`src/rtl/frame_pkg.sv`:
```
package frame_pkg;
   typedef enum logic [2:0] {
      ST_IDLE,
      ST_RELEASE,
      ST_MOVE,
      ST_ALLOC,
      ST_JUMP,
      ST_DONE
   } seq_state_t;
endpackage

```
`src/rtl/frame_pick.sv`:
```
module frame_pick #(
   parameter int N         = 12,
   parameter bit LOW_FIRST = 1'b1,
   localparam int IW       = (N > 1) ? $clog2(N) : 1
) (
   input  logic [N-1:0]  bits,
   output logic [IW-1:0] idx,
   output logic          any
);
   initial assert (N >= 2) else $error("frame_pick: N must be at least 2");

   assign any = |bits;

   generate
      if (LOW_FIRST) begin : g_low
         always_comb begin
            idx = '0;
            for (int i = N - 1; i >= 0; i--)
               if (bits[i]) idx = IW'(i);
         end
      end else begin : g_high
         always_comb begin
            idx = '0;
            for (int i = 0; i < N; i++)
               if (bits[i]) idx = IW'(i);
         end
      end
   endgenerate
endmodule

```
`src/rtl/frame_sp.sv`:
```
module frame_sp #(
   parameter int DATA_W  = 32,
   parameter int FRAME_W = 5
) (
   input  logic               clk,
   input  logic               rst_n,
   input  logic               load,
   input  logic [DATA_W-1:0]  load_val,
   input  logic               step_en,
   input  logic               step_down,
   input  logic               frame_en,
   input  logic               frame_down,
   input  logic [FRAME_W-1:0] frame_words,
   output logic [DATA_W-1:0]  sp
);
   localparam logic [DATA_W-1:0] WORD_BYTES = DATA_W'(4);

   initial assert (DATA_W > FRAME_W + 2) else $error("frame_sp: DATA_W too small");

   logic [DATA_W-1:0] frame_bytes;
   assign frame_bytes = DATA_W'({frame_words, 2'b00});

   always_ff @(posedge clk) begin
      if (!rst_n)
         sp <= '0;
      else if (load)
         sp <= load_val;
      else if (step_en)
         sp <= step_down ? sp - WORD_BYTES : sp + WORD_BYTES;
      else if (frame_en)
         sp <= frame_down ? sp - frame_bytes : sp + frame_bytes;
   end

   assert_sp_step_R2: assert property (@(posedge clk) disable iff (!rst_n)
      (step_en && !load) |=> (sp == $past(sp) + WORD_BYTES || sp == $past(sp) - WORD_BYTES));
endmodule

```
`src/rtl/frame_seq.sv`:
```
module frame_seq
   import frame_pkg::*;
#(
   parameter int DATA_W   = 32,
   parameter int NUM_REGS = 12,
   parameter int BASE_REG = 20,
   parameter int FRAME_W  = 5,
   parameter int RIDX_W   = 5,
   localparam int IW      = $clog2(NUM_REGS)
) (
   input  logic                clk,
   input  logic                rst_n,
   input  logic                start,
   input  logic                op_dispose,
   input  logic [NUM_REGS-1:0] reg_mask,
   input  logic [FRAME_W-1:0]  frame_words,
   input  logic [RIDX_W-1:0]   jump_sel,
   input  logic [DATA_W-1:0]   sp_in,
   output logic                mem_req,
   output logic                mem_we,
   output logic [DATA_W-1:0]   mem_addr,
   output logic [DATA_W-1:0]   mem_wdata,
   input  logic [DATA_W-1:0]   mem_rdata,
   input  logic                mem_ready,
   output logic [RIDX_W-1:0]   rf_raddr,
   input  logic [DATA_W-1:0]   rf_rdata,
   output logic                rf_we,
   output logic [RIDX_W-1:0]   rf_waddr,
   output logic [DATA_W-1:0]   rf_wdata,
   output logic [DATA_W-1:0]   sp_out,
   output logic                busy,
   output logic                done,
   output logic                jump_taken,
   output logic [DATA_W-1:0]   next_pc
);
   localparam logic [RIDX_W-1:0] BASE_IDX = RIDX_W'(BASE_REG);

   initial assert (BASE_REG + NUM_REGS <= 2 ** RIDX_W)
      else $error("frame_seq: register window exceeds index range");

   seq_state_t          state;
   logic                is_disp;
   logic [NUM_REGS-1:0] pend;
   logic [FRAME_W-1:0]  frame_q;
   logic [RIDX_W-1:0]   jsel_q;
   logic                jmp_q;
   logic [DATA_W-1:0]   pc_q;

   logic [IW-1:0] idx_lo, idx_hi, idx;
   logic          any_lo, any_hi;
   logic          xfer, accept, launch;
   logic [DATA_W-1:0] sp_cur;
   logic [RIDX_W-1:0] slot_reg;

   frame_pick #(.N(NUM_REGS), .LOW_FIRST(1'b1)) u_pick_up (
      .bits(pend), .idx(idx_lo), .any(any_lo));
   frame_pick #(.N(NUM_REGS), .LOW_FIRST(1'b0)) u_pick_down (
      .bits(pend), .idx(idx_hi), .any(any_hi));

   assign idx      = is_disp ? idx_hi : idx_lo;
   assign slot_reg = BASE_IDX + RIDX_W'(idx);
   assign launch   = (state == ST_IDLE) && start;
   assign xfer     = (state == ST_MOVE) && (is_disp ? any_hi : any_lo);
   assign accept   = xfer && mem_ready;

   frame_sp #(.DATA_W(DATA_W), .FRAME_W(FRAME_W)) u_sp (
      .clk        (clk),
      .rst_n      (rst_n),
      .load       (launch),
      .load_val   (sp_in),
      .step_en    (accept),
      .step_down  (!is_disp),
      .frame_en   (state == ST_RELEASE || state == ST_ALLOC),
      .frame_down (state == ST_ALLOC),
      .frame_words(frame_q),
      .sp         (sp_cur)
   );

   always_ff @(posedge clk) begin
      if (!rst_n) begin
         state   <= ST_IDLE;
         is_disp <= 1'b0;
         pend    <= '0;
         frame_q <= '0;
         jsel_q  <= '0;
         jmp_q   <= 1'b0;
         pc_q    <= '0;
      end else begin
         unique case (state)
            ST_IDLE: if (start) begin
               is_disp <= op_dispose;
               pend    <= reg_mask;
               frame_q <= frame_words;
               jsel_q  <= jump_sel;
               jmp_q   <= 1'b0;
               state   <= op_dispose ? ST_RELEASE : ST_MOVE;
            end
            ST_RELEASE: state <= ST_MOVE;
            ST_MOVE: begin
               if (!xfer)
                  state <= !is_disp ? ST_ALLOC : ((jsel_q != '0) ? ST_JUMP : ST_DONE);
               else if (mem_ready)
                  pend[idx] <= 1'b0;
            end
            ST_ALLOC: state <= ST_DONE;
            ST_JUMP: begin
               pc_q  <= rf_rdata;
               jmp_q <= 1'b1;
               state <= ST_DONE;
            end
            ST_DONE: state <= ST_IDLE;
            default: state <= ST_IDLE;
         endcase
      end
   end

   assign mem_req    = xfer;
   assign mem_we     = xfer && !is_disp;
   assign mem_addr   = is_disp ? sp_cur : sp_cur - DATA_W'(4);
   assign mem_wdata  = rf_rdata;
   assign rf_raddr   = (state == ST_JUMP) ? jsel_q : slot_reg;
   assign rf_we      = accept && is_disp;
   assign rf_waddr   = slot_reg;
   assign rf_wdata   = mem_rdata;
   assign sp_out     = sp_cur;
   assign busy       = (state != ST_IDLE);
   assign done       = (state == ST_DONE);
   assign jump_taken = done && jmp_q;
   assign next_pc    = pc_q;

   assert_idle_quiet_R1: assert property (@(posedge clk) disable iff (!rst_n)
      !busy |-> (!mem_req && !rf_we && !jump_taken));
   assert_req_hold_R7: assert property (@(posedge clk) disable iff (!rst_n)
      (mem_req && !mem_ready) |=> (mem_req && $stable(mem_addr) && $stable(mem_we)));
   assert_done_pulse_R8: assert property (@(posedge clk) disable iff (!rst_n)
      done |=> !done);
   assert_rf_only_load_R11: assert property (@(posedge clk) disable iff (!rst_n)
      rf_we |-> (mem_req && mem_ready && !mem_we));
   assert_pick_valid_R4: assert property (@(posedge clk) disable iff (!rst_n)
      xfer |-> pend[idx]);
endmodule

```
`config.mk`:
```
export PLATFORM = sky130hd
export DESIGN_NAME = frame_seq
export DESIGN_NICKNAME = d
export VERILOG_FILES = /design/src/rtl/frame_pkg.sv /design/src/rtl/frame_pick.sv /design/src/rtl/frame_sp.sv /design/src/rtl/frame_seq.sv
export SDC_FILE = /design/constraint.sdc
export NUM_CORES = 1
export LEC_CHECK = 0
export ABC_AREA = 1
export BUFFER_PORTS_ARGS = -buffer_cell sky130_fd_sc_hd__buf_2
export CORE_MARGIN = 10
export CORE_UTILIZATION = 45
export CTS_BUF_LIST = sky130_fd_sc_hd__clkbuf_8 sky130_fd_sc_hd__clkbuf_16
export CTS_CLUSTER_DIAMETER = 50
export DETAILED_ROUTE_END_ITERATION = 16
export PLACE_DENSITY = 0.75
export SKIP_LAST_GASP = 1
export SLEW_MARGIN = 15
export SYNTH_ARGS = -nofsm -noshare
export SYNTH_HDL_FRONTEND = slang
export SYNTH_SLANG_ARGS = --single-unit
```
`constraint.sdc`:
```
create_clock -name clk -period 2.6 [get_ports clk]
set_input_delay 0.52 -clock clk [delete_from_list [all_inputs] [get_ports clk]]
set_output_delay 0.52 -clock clk [all_outputs]
set_load 0.02 [all_outputs]
```
==> summary.md, run 1 <==
| Metric | Value |
|---|---|
| Initial antenna violation count | `0` |
| Cell Rows | `51` |
| Outcome | `complete, but fails checks` |
| Cell variety after synth | `43` |
| Crit-path max FO | `5` |
| Reg clk slew, reported paths | `70 ps` |
| Nets | `1976` |
| Number of buffers created by CTS | `9` |
| Hold_ws | `405 ps` |
| Hold wc startpoint | `sp_in[1]` |
| Mux contribution to synthesized area | `0%` |
| Fin crit period | `2660 ps` |
| Routed WL per cell | `18.8 µm` |
| Setup violators final | `4` |
| Top routing layer in use | `met4` |
| Gr usage total | `26.6%` |
| Sequential fraction of the synthesis area | `20.1%` |
| Fin crit share | `102%` |
| CP Data Arrival Time | `2930 ps` |
| DR iter-0 viols | `1127` |
| Full die area | `26200 µm²` |
| TritonCTS clock tree | `yes` |
| Total Power | `0.0181 W` |
| RSZ-0062 raised after global routing | `yes` |
| Die Ht | `162 µm` |
| Static leakage | `5.75 nW` |
| 1st-pass router iterations | `7` |
| Worst Setup End Kind | `register` |
| Grt total ovfl | `0` |
| Hold Path Class | `in -> reg` |
| Antenna Cells | `0` |
| CTS max path bufs | `2` |
| Synth area leaders | `dfxtp_1 20%, nand2_1 17%, nor2_1 10%, o21ai_0 9.2%, a21oi_1 7.3%` |
| Setup crit start | `frame_q[0]` |
| Final Instance Area | `12000 µm²` |
| Post-Syn Area | `9070 µm²` |
| Clock root buffer master | `clkbuf_16` |
| Worst relative slew slack | `46.6%` |
| HPWL Detailed | `29200 µm` |
| Met2 WL | `18000 µm` |
| Area grow syn2layout | `32.4%` |
| Worst skew pair latency | `370 ps` |
| Slew @ Worst Pin | `796 ps` |
| Synth Flop Type | `dfxtp_1` |
| Fill count | `1893` |
| Number of clock sinks | `91` |
| Vias in the first global route | `10638` |
| Post-synth EDFFs | `0` |
| FFs w/ async S/R, synth | `0%` |
| Layout cell share with drive strength beyond 1 | `32.9%` |
| Final setup skew | `15.9 ps` |
| XOR/XNOR Fraction of Synth Area | `2.90%` |
| Metal-1 WL | `14900 µm` |
| Core ar. | `19700 µm²` |
| Max-capacitance violation count | `0` |
| H-tree Lvls | `3` |
| Launching point of the worst reg2reg path | `frame_q[0]` |
| Vias | `11579` |
| Setup ws final | `-64.8 ps` |
| Final hold vios | `0` |
| CP Class | `reg -> reg` |
| Yosys warns | `0` |
| Post-Synth Adder-Cell Area | `5.87%` |
| Placement Setup Slack | `-241 ps` |
| IO Count | `299` |
| Peak supply drop | `0.000590 V` |
| Via/cell ratio | `5.56` |
| DRC | `0` |
| Simple-Gate Fraction of Synth Area | `37.4%` |
| Synth Area in Compound Gates | `18.5%` |
| Critical Path RT | `2860 ps` |
| Largest family of logic cells by synthesized area | `simple AND/OR/NAND/NOR gates` |
| Die span in x | `162 µm` |
| Wire length of the first global-routing pass | `56200 µm` |
| Starting density of the core | `46.2%` |
| CP Launch Type | `register` |
| Post-CTS Hold Buffers | `0` |
| Failing checks | `negative setup slack` |
| Cell taking the most area after synthesis | `dfxtp_1` |
| IO Port Bufs | `234` |
| Mapped Avg Cell Area | `5.68 µm²` |
| Max Clk Rate | `375 MHz` |
| Flops & latches, synth | `91` |
| Placed inst area | `10400 µm²` |
| Post-Synthesis Cells | `1597` |
| Routed wire length | `39100 µm` |
| Fin. max-slew vios | `0` |
| Antenna viol nets, final | `0` |
| Met3 wire length | `3950 µm` |
| Largest net degree at the start of global routing | `60` |
| GPL Wtd Cong | `1.00` |
| Syn_nets | `1762` |
| Top cell type's share of synthesized area | `20.1%` |
| Pwr Density | `1500 nW/µm²` |
## final cells by class
cell class	instances	area [µm²]	share of cell area [%]
multi-input cells	1215	6960	57.9
repair buffers	329	1930	16.1
flip-flops and latches	91	1850	15.4
inverters	165	629	5.24
well taps	265	332	2.76
clock buffers	9	225	1.87
clock inverters	7	80.1	0.667
## state kept, by name (all words and copies together), names as in the netlist
name,flops
next_pc,32
u_sp.sp,32
pend,12
frame_q,5
jsel_q,5
state,3
is_disp,1
jmp_q,1
## power by group
group | internal [W] | switching, W | leakage (nW)
sequential | 0.00180 | 0.000689 | 0.754
combinational | 0.00528 | 0.00892 | 4.84
clock | 0.000764 | 0.000634 | 0.155
## per-stage QoR
step / util [%] / TNS (ps) / cells
global route: 61.1 / -1690 / 2081
detailed placement: 52.9 / -2710 / 2046
floorplan: - / 0 / 1597
global placement: 52.9 / -1670 / 2046
finish: 61.1 / -154 / 2081
CTS: 55.6 / -193 / 2066
## cell usage in the layout, fill, tap and decap left out, types with 6 or more instances in the layout
master | netlist | layout
nor3_1 | 10 | 8
dfxtp_1 | 91 | 67
nand3_1 | 112 | 101
ha_1 | 41 | 14
o21ai_0 | 167 | 144
buf_4 | 68 | 89
clkbuf_16 | 0 | 9
nand4_1 | 25 | 25
nand2_1 | 406 | 346
inv_1 | 157 | 147
nor2_1 | 244 | 200
inv_2 | 2 | 11
a21oi_1 | 132 | 100
nand2_2 | 0 | 46
nor2_4 | 0 | 18
dfxtp_2 | 0 | 23
buf_2 | 16 | 231
nand3_2 | 2 | 10
a31oi_1 | 9 | 8
ha_4 | 0 | 24
nand2_4 | 1 | 13
o21ai_2 | 1 | 11
or2_2 | 8 | 8
a21oi_2 | 0 | 26
a21oi_4 | 0 | 6
o21ai_1 | 1 | 12
buf_6 | 2 | 8
xor2_1 | 27 | 26
nor2_2 | 4 | 30
## cells by family after synthesis
kind of cell	after synthesis
flops	91
compound gates	323
simple gates	820
fa+ha+maj	42
buf+inv	291
xor+xnor	30
## routing by layer
metal | global-route usage (%) | vias to the layer above
li1 | - | 5552
met1 | 31.3 | 5205
met2 | 44.1 | 672
met3 | 6.95 | 150
met4 | 12.7 | 0
met5 | 0 | -
## cell usage after synthesis (all sizes together), types with 25 or more instances
library cell,instances
buf,87
a21oi,132
nor2,249
nand3,114
dfxtp,91
o21ai,170
xor2,27
ha,41
nand2,407
nand4,25
inv,161
clkbuf,39
## critical path, stage by stage (launching register included)
cell	delay [ps]
dfxtp_2	340
inv_2	50
ha_4	160
nand2_4	70
nor2_4	50
ha_4	160
inv_4	70
nand2_8	90
ha_4	310
nand2_2	110
nor2_4	170
nand2_1	120
inv_1	110
nand2_2	70
nand2_2	80
xor2_1	150
nand2_1	130
nand3_1	120
nand2_1	80
a21oi_2	130
## path summary, 6_finish.rpt
check                end  slack [ps]  cells past startpoint
max          u_sp.sp[15]         -60                     19
min           u_sp.sp[1]         410                      3
max reg2reg  u_sp.sp[15]         -60                     19
min reg2reg    jsel_q[4]         470                      2
## what timing repair did
item | 4_1_cts | 5_1_grt
setup buffers | 4 | 14
pin swaps | 11 | 73
resized for setup | 60 | 270
gates cloned | 0 | 1
endpoints found under the setup margin | 40 | 53
(Power assumes the default switching activity.)
==> inputs of run 2 (changes only) <==
--- a/config.mk
+++ b/config.mk
@@ -12,9 +12,10 @@
 export CTS_BUF_LIST = sky130_fd_sc_hd__clkbuf_8 sky130_fd_sc_hd__clkbuf_16
 export CTS_CLUSTER_DIAMETER = 50
 export DETAILED_ROUTE_END_ITERATION = 16
-export PLACE_DENSITY = 0.75
+export PLACE_DENSITY = 0.77
 export SKIP_LAST_GASP = 1
 export SLEW_MARGIN = 15
 export SYNTH_ARGS = -nofsm -noshare
 export SYNTH_HDL_FRONTEND = slang
+export SYNTH_HIERARCHICAL = 1
 export SYNTH_SLANG_ARGS = --single-unit
==> summary.md, run 2 <==
| Metric | Value |
|---|---|
| Final setup skew | `5.78 ps (-10.1 ps)` |
| Syn_nets | `1444 (-18%)` |
| Via/cell ratio | `5.27 (-5.2%)` |
| 1st-pass router iterations | `5 (-2)` |
| Antenna viol nets, final | `0 (unchanged)` |
| Setup TNS | `-11260 ps (-11110 ps)` |
| Vias in the first global route | `9145 (-14%)` |
| Core ar. | `16800 µm² (-15%)` |
| CTS max path bufs | `2 (unchanged)` |
| Highest cell delay on the worst timing path | `360 ps (+20 ps)` |
| Post-Syn Area | `7770 µm² (-14%)` |
| Critical path's slowest cell | `dfxtp_4` |
| H-tree Lvls | `3 (unchanged)` |
| Worst relative slew slack | `48.2% (+1.6 points)` |
| Hold path endpoint | `pend[9]` |
| Yosys warns | `6 (+6)` |
| Grt total ovfl | `0 (unchanged)` |
| Routed wire length | `31900 µm (-18%)` |
| Critical Path RT | `2890 ps (+30 ps)` |
| R2r setup slk | `-500 ps (-430 ps)` |
| CP Class | `reg -> reg` |
| Outcome | `complete, but fails checks` |
| Most frequent cells in the layout | `276 x nand2_1, 225 x buf_2, 133 x inv_1, 132 x buf_4, 129 x nor2_1` |
| Count leader, synth | `nand2_1` |
| Worst skew pair latency | `360 ps (about the same)` |
| Wire length of the first global-routing pass | `47300 µm (-16%)` |
| Mapped Avg Cell Area | `6.05 µm² (+6.5%)` |
| Cell Chain, Critical Path | `nor4_4, nand4_1, nand2_2, nand2_2, nand3_4, inv_8, nand2_8, buf_8, o21ai_4, ha_4, buf_4, nand2_4, nand3b_1, nand2_4, buf_4, nand3_2, nand3_1, nand2_1, nand3_2, nand2_2, a21oi_2` |
| Clock root buffer master | `clkbuf_16` |
| Setup ws final | `-496 ps (-431 ps)` |
| Synth area leaders | `dfxtp_1 23%, nand2_1 18%, inv_1 7.8%, nor2_1 7.2%, buf_4 6.9%` |
| Die span in x | `151 µm (-6.5%)` |
| Post-Synthesis Cells | `1284 (-20%)` |
| Number of buffers created by CTS | `9 (unchanged)` |
| Sequential fraction of the synthesis area | `23.4% (+3.4 points)` |
| Hold wc startpoint | `reg_mask[9]` |
| Gr usage total | `25.9% (-0.68 points)` |
| Reg2reg path depth | `21 (+2)` |
| CP Data Arrival Time | `3380 ps (+450 ps)` |
| Final hold vios | `0 (unchanged)` |
| Routed WL per cell | `17.6 µm (-6.2%)` |
| Synth Flop Type | `dfxtp_1` |
| DRC | `0 (unchanged)` |
| Launching point of the worst reg2reg path | `pend[5]` |
| Cell variety after synth | `46 (+7.0%)` |
| Setup violators final | `30 (+26)` |
| TritonCTS clock tree | `yes` |
| Failing checks | `negative setup slack` |
| Crit-path max FO | `6 (+1)` |
| GPL Wtd Cong | `1.04 (+3.1%)` |
| Flops & latches, synth | `91 (unchanged)` |
| Delay-heaviest family, CP | `simple AND/OR/NAND/NOR gates` |
| Fin. max-slew vios | `0 (unchanged)` |
| Antenna Cells | `0 (unchanged)` |
| Cell taking the most area after synthesis | `dfxtp_1` |
| Hold Crit Depth | `3 (unchanged)` |
| Fin crit share | `119% (+17 points)` |
| Cell Rows | `47 (-7.8%)` |
| Full die area | `22900 µm² (-13%)` |
| Die Ht | `151 µm (-6.5%)` |
| IO Port Bufs | `234 (unchanged)` |
| Utilization after layout | `69.4% (+8.3 points)` |
| RR Endpoint | `u_sp/sp[24]` |
| CP Launch Type | `register` |
| FFs w/ async S/R, synth | `0% (unchanged)` |
| Synth cell count leaders | `367 x nand2_1, 161 x inv_1, 150 x nor2_1` |
| Vias | `9536 (-18%)` |
| Nets | `1743 (-12%)` |
| Reg clk slew, reported paths | `70 ps (about the same)` |
| IO Count | `299 (unchanged)` |
| Fill count | `1406 (-26%)` |
| Top cell type's share of synthesized area | `23.4% (+3.4 points)` |
| RSZ-0062 raised after global routing | `yes` |
| Initial antenna violation count | `0 (unchanged)` |
| Most common cell after layout, fill and taps aside | `nand2_1` |
| Peak supply drop | `0.000929 V (+57%)` |
| Starting density of the core | `46.4% (+0.21 points)` |
| Layout cell share with drive strength beyond 1 | `44.9% (+12 points)` |
| Max-capacitance violation count | `0 (unchanged)` |
| Number of clock sinks | `91 (unchanged)` |
| Pwr Density | `1750 nW/µm² (+16%)` |
| Static leakage | `5.76 nW (about the same)` |
| Worst Setup End Kind | `register` |
| Slew @ Worst Pin | `772 ps (-24.1 ps)` |
| Hold Path Class | `in -> reg` |
| Post-synth EDFFs | `0 (unchanged)` |
| Area grow syn2layout | `49.6%` |
| Critical path buffers and inverters | `4 (+1)` |
| DR iter-0 viols | `609 (-46%)` |
| Post-CTS Hold Buffers | `0 (unchanged)` |
| Largest net degree at the start of global routing | `45 (-25%)` |
| Fin crit period | `3100 ps (+431 ps)` |
| HPWL Detailed | `24000 µm (-18%)` |
| CP most frequent cell | `nand2_2` |
| Max Clk Rate | `323 MHz (-14%)` |
[run 2: changes by cell type in the layout (fill, tap and decap cells not counted), sizes merged, moves of 3 or more]
cell    change
o21ai     -102
nor2       -80
buf        +57
a21oi      -55
nand3      -35
nand2      -29
a22o        +9
nand4       -9
inv         +8
ha          -5
nand3b      +5
xor2        -4
a31oi       +3
[run 2: where the power goes]
part           total (W)  switching [W]  internal, W
Combinational     0.0167        0.00987      0.00685
Clock            0.00137       0.000667     0.000707
Sequential       0.00224       0.000487      0.00175
[run 2: repair_timing]
item	in CTS	in global routing
endpoints found under the setup margin	35	59
setup buffers	29	17
pin swaps	60	121
hold endpoints to repair	0	0
gates resized for setup	154	180
[run 2: kinds of logic (layout without fill, tap and decap cells)]
group | after synthesis | after routing | synth area share (%)
flops | 91 | 91 | 23.4
xor+xnor | 28 | 28 | 3.15
compound gates | 179 | 179 | 12.7
fa+ha+maj | 37 | 37 | 6.05
buf+inv | 270 | 574 | 16.9
simple gates | 679 | 679 | 37.8
[run 2: layer usage]
layer | share of wire [%] | GRT usage, %
met1 | 39 | 30.1
met2 | 48 | 44.1
met3 | 9.0 | 7.25
met4 | 3.9 | 10.2
met5 | 0 | 0
[run 2: worst reg2reg max path: cells and delay by family (launching register included)]
kind,cells,cell delay (ps)
AND/OR/NAND/NOR,14,1750
adder cells (fa/ha/maj),1,290
flip-flops,1,360
AO/OA/AOI/OAI,2,180
buffers and inverters,4,450
[run 2: cell type report]
type | instances | area [µm²] | share of cell area [%]
flip-flops and latches | 91 | 1850 | 15.9
multi-input cells | 923 | 6060 | 52.1
repair buffers | 386 | 2470 | 21.3
well taps | 220 | 275 | 2.37
inverters | 172 | 666 | 5.72
clock buffers | 10 | 239 | 2.06
clock inverters | 6 | 61.3 | 0.527
[run 2: how the worst max path moves through the flow]
stage             start     endpoint  slack (ps)  cells after the start
2_1_floorplan  pend[11]  u_sp/sp[30]        -170                     20
3_3_place_gp   pend[11]  u_sp/sp[21]        -540                     24
3_5_place_dp    pend[5]  u_sp/sp[21]        -560                     23
4_1_cts        pend[10]  u_sp/sp[24]        -370                     21
5_1_grt        pend[11]  u_sp/sp[24]        -620                     22
6_report        pend[5]  u_sp/sp[24]        -500                     21
[run 2: metrics by stage]
stage          hold WS, ps  cells  power (W)  setup WS [ps]  area (µm²)
5_1_grt                407   1808     0.0216           -622       11600
2_1_floorplan          435   1284     0.0104           -172        8080
6_report               403   1808     0.0203           -496       11600
3_5_place_dp           449   1756     0.0148           -565        9760
4_1_cts                395   1801     0.0181           -372       10900
3_3_place_gp           447   1756     0.0147           -543        9760
==> inputs of run 3 (changes only) <==
--- a/config.mk
+++ b/config.mk
@@ -12,7 +12,7 @@
 export CTS_BUF_LIST = sky130_fd_sc_hd__clkbuf_8 sky130_fd_sc_hd__clkbuf_16
 export CTS_CLUSTER_DIAMETER = 50
 export DETAILED_ROUTE_END_ITERATION = 16
-export PLACE_DENSITY = 0.77
+export PLACE_DENSITY = 0.8
 export SKIP_LAST_GASP = 1
 export SLEW_MARGIN = 15
 export SYNTH_ARGS = -nofsm -noshare
==> summary.md, run 3 (same netlist as run 2, synthesis figures left out) <==
| Metric | Value |
|---|---|
| Max Clk Rate | `325 MHz (+0.53%)` |
| Layout cell share with drive strength beyond 1 | `45.6% (+0.71 points)` |
| Failing checks | `negative setup slack` |
| Die span in x | `151 µm (unchanged)` |
| Initial antenna violation count | `0 (unchanged)` |
| Number of clock sinks | `91 (unchanged)` |
| Area grow syn2layout | `52.6%` |
| Fin. max-slew vios | `0 (unchanged)` |
| CP Launch Type | `register` |
| Via/cell ratio | `5.38 (+2.0%)` |
| Fin crit period | `3080 ps (-16.2 ps)` |
| Largest net degree at the start of global routing | `43 (-4.4%)` |
| Max-capacitance violation count | `0 (unchanged)` |
| GPL Wtd Cong | `0.967 (-6.6%)` |
| IO Count | `299 (unchanged)` |
| DRC | `0 (unchanged)` |
| Antenna viol nets, final | `0 (unchanged)` |
| Outcome | `complete, but fails checks` |
| Routed wire length | `33900 µm (+6.3%)` |
| Starting density of the core | `46.4% (unchanged)` |
| Core ar. | `16800 µm² (unchanged)` |
| Final setup skew | `9.52 ps (+3.75 ps)` |
| Internal power | `0.00966 W (+3.8%)` |
| Cell Count, Final, Fillers Out | `1827 (+1.1%)` |
| Cell Rows | `47 (unchanged)` |
| TritonCTS clock tree | `yes` |
| Critical Path RT | `2830 ps (-60 ps)` |
| Most frequent cells in the layout | `281 x nand2_1, 221 x buf_2, 150 x buf_4, 135 x inv_1, 123 x nor2_1` |
| Reg clk slew, reported paths | `70 ps (about the same)` |
| Switching part of the total | `54.1% (-0.14 points)` |
| Nets | `1762 (+1.1%)` |
| Gr usage total | `26.6% (+0.65 points)` |
| HPWL Detailed | `23600 µm (-1.6%)` |
| Multi-input gate area | `6080 µm² (+0.37%)` |
| Worst relative slew slack | `48.0% (-0.21 points)` |
| Worst Setup End Kind | `register` |
| Slew @ Worst Pin | `779 ps (+7.00 ps)` |
| Peak supply drop | `0.000812 V (-13%)` |
| Routed WL per cell | `18.6 µm (+5.1%)` |
| DR iter-0 viols | `732 (+20%)` |
| Static leakage | `5.87 nW (+2.0%)` |
| Register area | `1850 µm² (about the same)` |
| Worst skew pair latency | `360 ps (about the same)` |
| CP Data Arrival Time | `3310 ps (-70 ps)` |
| Vias | `9830 (+3.1%)` |
| Sequential share of power | `10.6% (-0.4 points)` |
| Pwr Density | `1770 nW/µm² (+1.5%)` |
| RSZ-0062 raised after global routing | `yes` |
| Vias in the first global route | `9351 (+2.3%)` |
| Wire length of the first global-routing pass | `48300 µm (+2.2%)` |
| Setup violators final | `35 (+17%)` |
| Die Ht | `151 µm (unchanged)` |
| Placement Setup Slack | `-513 ps (+51.5 ps)` |
| CP Class | `reg -> reg` |
| Fill count | `1270 (-9.7%)` |
| Placed cell count | `1752 (-0.23%)` |
| 1st-pass router iterations | `5 (unchanged)` |
| IO Port Bufs | `234 (unchanged)` |
| Clock share of power | `6.6% (-0.2 points)` |
| Post-CTS Hold Buffers | `0 (unchanged)` |
| Most common cell after layout, fill and taps aside | `nand2_1` |
| Clock root buffer master | `clkbuf_16` |
| Sw Pwr | `0.0114 W (+3.3%)` |
| Crit-path max FO | `6 (unchanged)` |
| Number of buffers created by CTS | `9 (unchanged)` |
| Comb pwr share | `82.7% (+0.5 points)` |
| CTS max path bufs | `2 (unchanged)` |
| Antenna Cells | `0 (unchanged)` |
| Grt total ovfl | `0 (unchanged)` |
| Placed inst area | `9730 µm² (-0.31%)` |
| Final hold vios | `0 (unchanged)` |
| Setup ws final | `-480 ps (+16.2 ps)` |
| Full die area | `22900 µm² (unchanged)` |
| Hold Path Class | `in -> reg` |
| H-tree Lvls | `3 (unchanged)` |
| Final Instance Area | `11900 µm² (+2.0%)` |
| Fin crit share | `118% (-0.62 points)` |
[run 3: cell types whose count changed in the layout (fill, tap and decap cells not counted), moves of 4 or more]
| cell | delta |
|---|---|
| buf_4 | +18 |
| nor2_1 | -6 |
| nor2_4 | +6 |
| nand2_1 | +5 |
| nand2_2 | -5 |
| nand3_1 | +5 |
| nand3_2 | -5 |
| buf_2 | -4 |
| clkinv_8 | +4 |
| dfxtp_2 | +4 |
[run 3: path summary, 6_finish.rpt]
path / from / to / slack [ps] / cells past startpoint
setup / recovery: pend[5] / u_sp/sp[20] / -480 / 21
hold / removal: sp_in[0] / u_sp/sp[0] / 390 / 3
setup reg to reg: pend[5] / u_sp/sp[20] / -480 / 21
hold reg to reg: jmp_q / jmp_q / 470 / 2
[run 3: routing by layer]
metal | track usage, % | vias to the layer above | routed length [µm]
li1 | - | 4638 | -
met1 | 29.9 | 4479 | 12500
met2 | 45.9 | 584 | 16500
met3 | 5.88 | 129 | 3260
met4 | 13.8 | 0 | 1730
met5 | 0 | - | 0
[run 3: area by class of cell]
type / count / area share [%]
clock buffer: 9 / 1.90
clock inverter: 7 / 0.791
inverter: 172 / 5.59
multi-input combinational: 923 / 51.3
sequential: 91 / 15.6
tap: 220 / 2.32
timing repair buffer: 405 / 22.5
[run 3: power groups by stage]
stage / combinational [W] / sequential, W / clock [W]
final: 0.0174 / 0.00224 / 0.00139
after global routing: 0.0185 / 0.00227 / 0.00145
after CTS: 0.0150 / 0.00218 / 0.00140
after detailed placement: 0.0125 / 0.00217 / 0
after global placement: 0.0123 / 0.00217 / 0
after floorplan: 0.00792 / 0.00245 / 0
[run 3: worst max-delay path: stages, from the launching register on]
cell and delay (ps):
dfxtp_4 360, nor4_4 330, nand4_1 190, nand2_2 120
nand2_2 70, nand3_4 110, inv_8 60, inv_4 60
o21a_4 170, nand2_8 90, nand2_8 140, ha_4 250
a21oi_4 240, nand2_2 140, nand2_2 110, nand2_4 70
nand2_2 60, nand2_1 50, nand2_1 70, nand3_2 110
nand2_1 90, a21oi_1 60
[run 3: what timing repair did]
item                                    in CTS  in global routing
setup buffers                               54                 19
pin swaps                                   68                 92
gates resized for setup                    155                192
cloned                                       0                  0
endpoints found under the setup margin      41                 62
[run 3: per-stage QoR]
| step | hold WS, ps | power, W | util, % | setup TNS (ps) |
|---|---|---|---|---|
| detailed placement | 457 | 0.0147 | 58.0 | -10440 |
| global placement | 448 | 0.0145 | 58.0 | -8790 |
| CTS | 372 | 0.0186 | 66.3 | -10660 |
| global route | 396 | 0.0222 | 70.8 | -15490 |
| finish | 392 | 0.0210 | 70.8 | -11750 |
| floorplan | 435 | 0.0104 | - | -2470 |
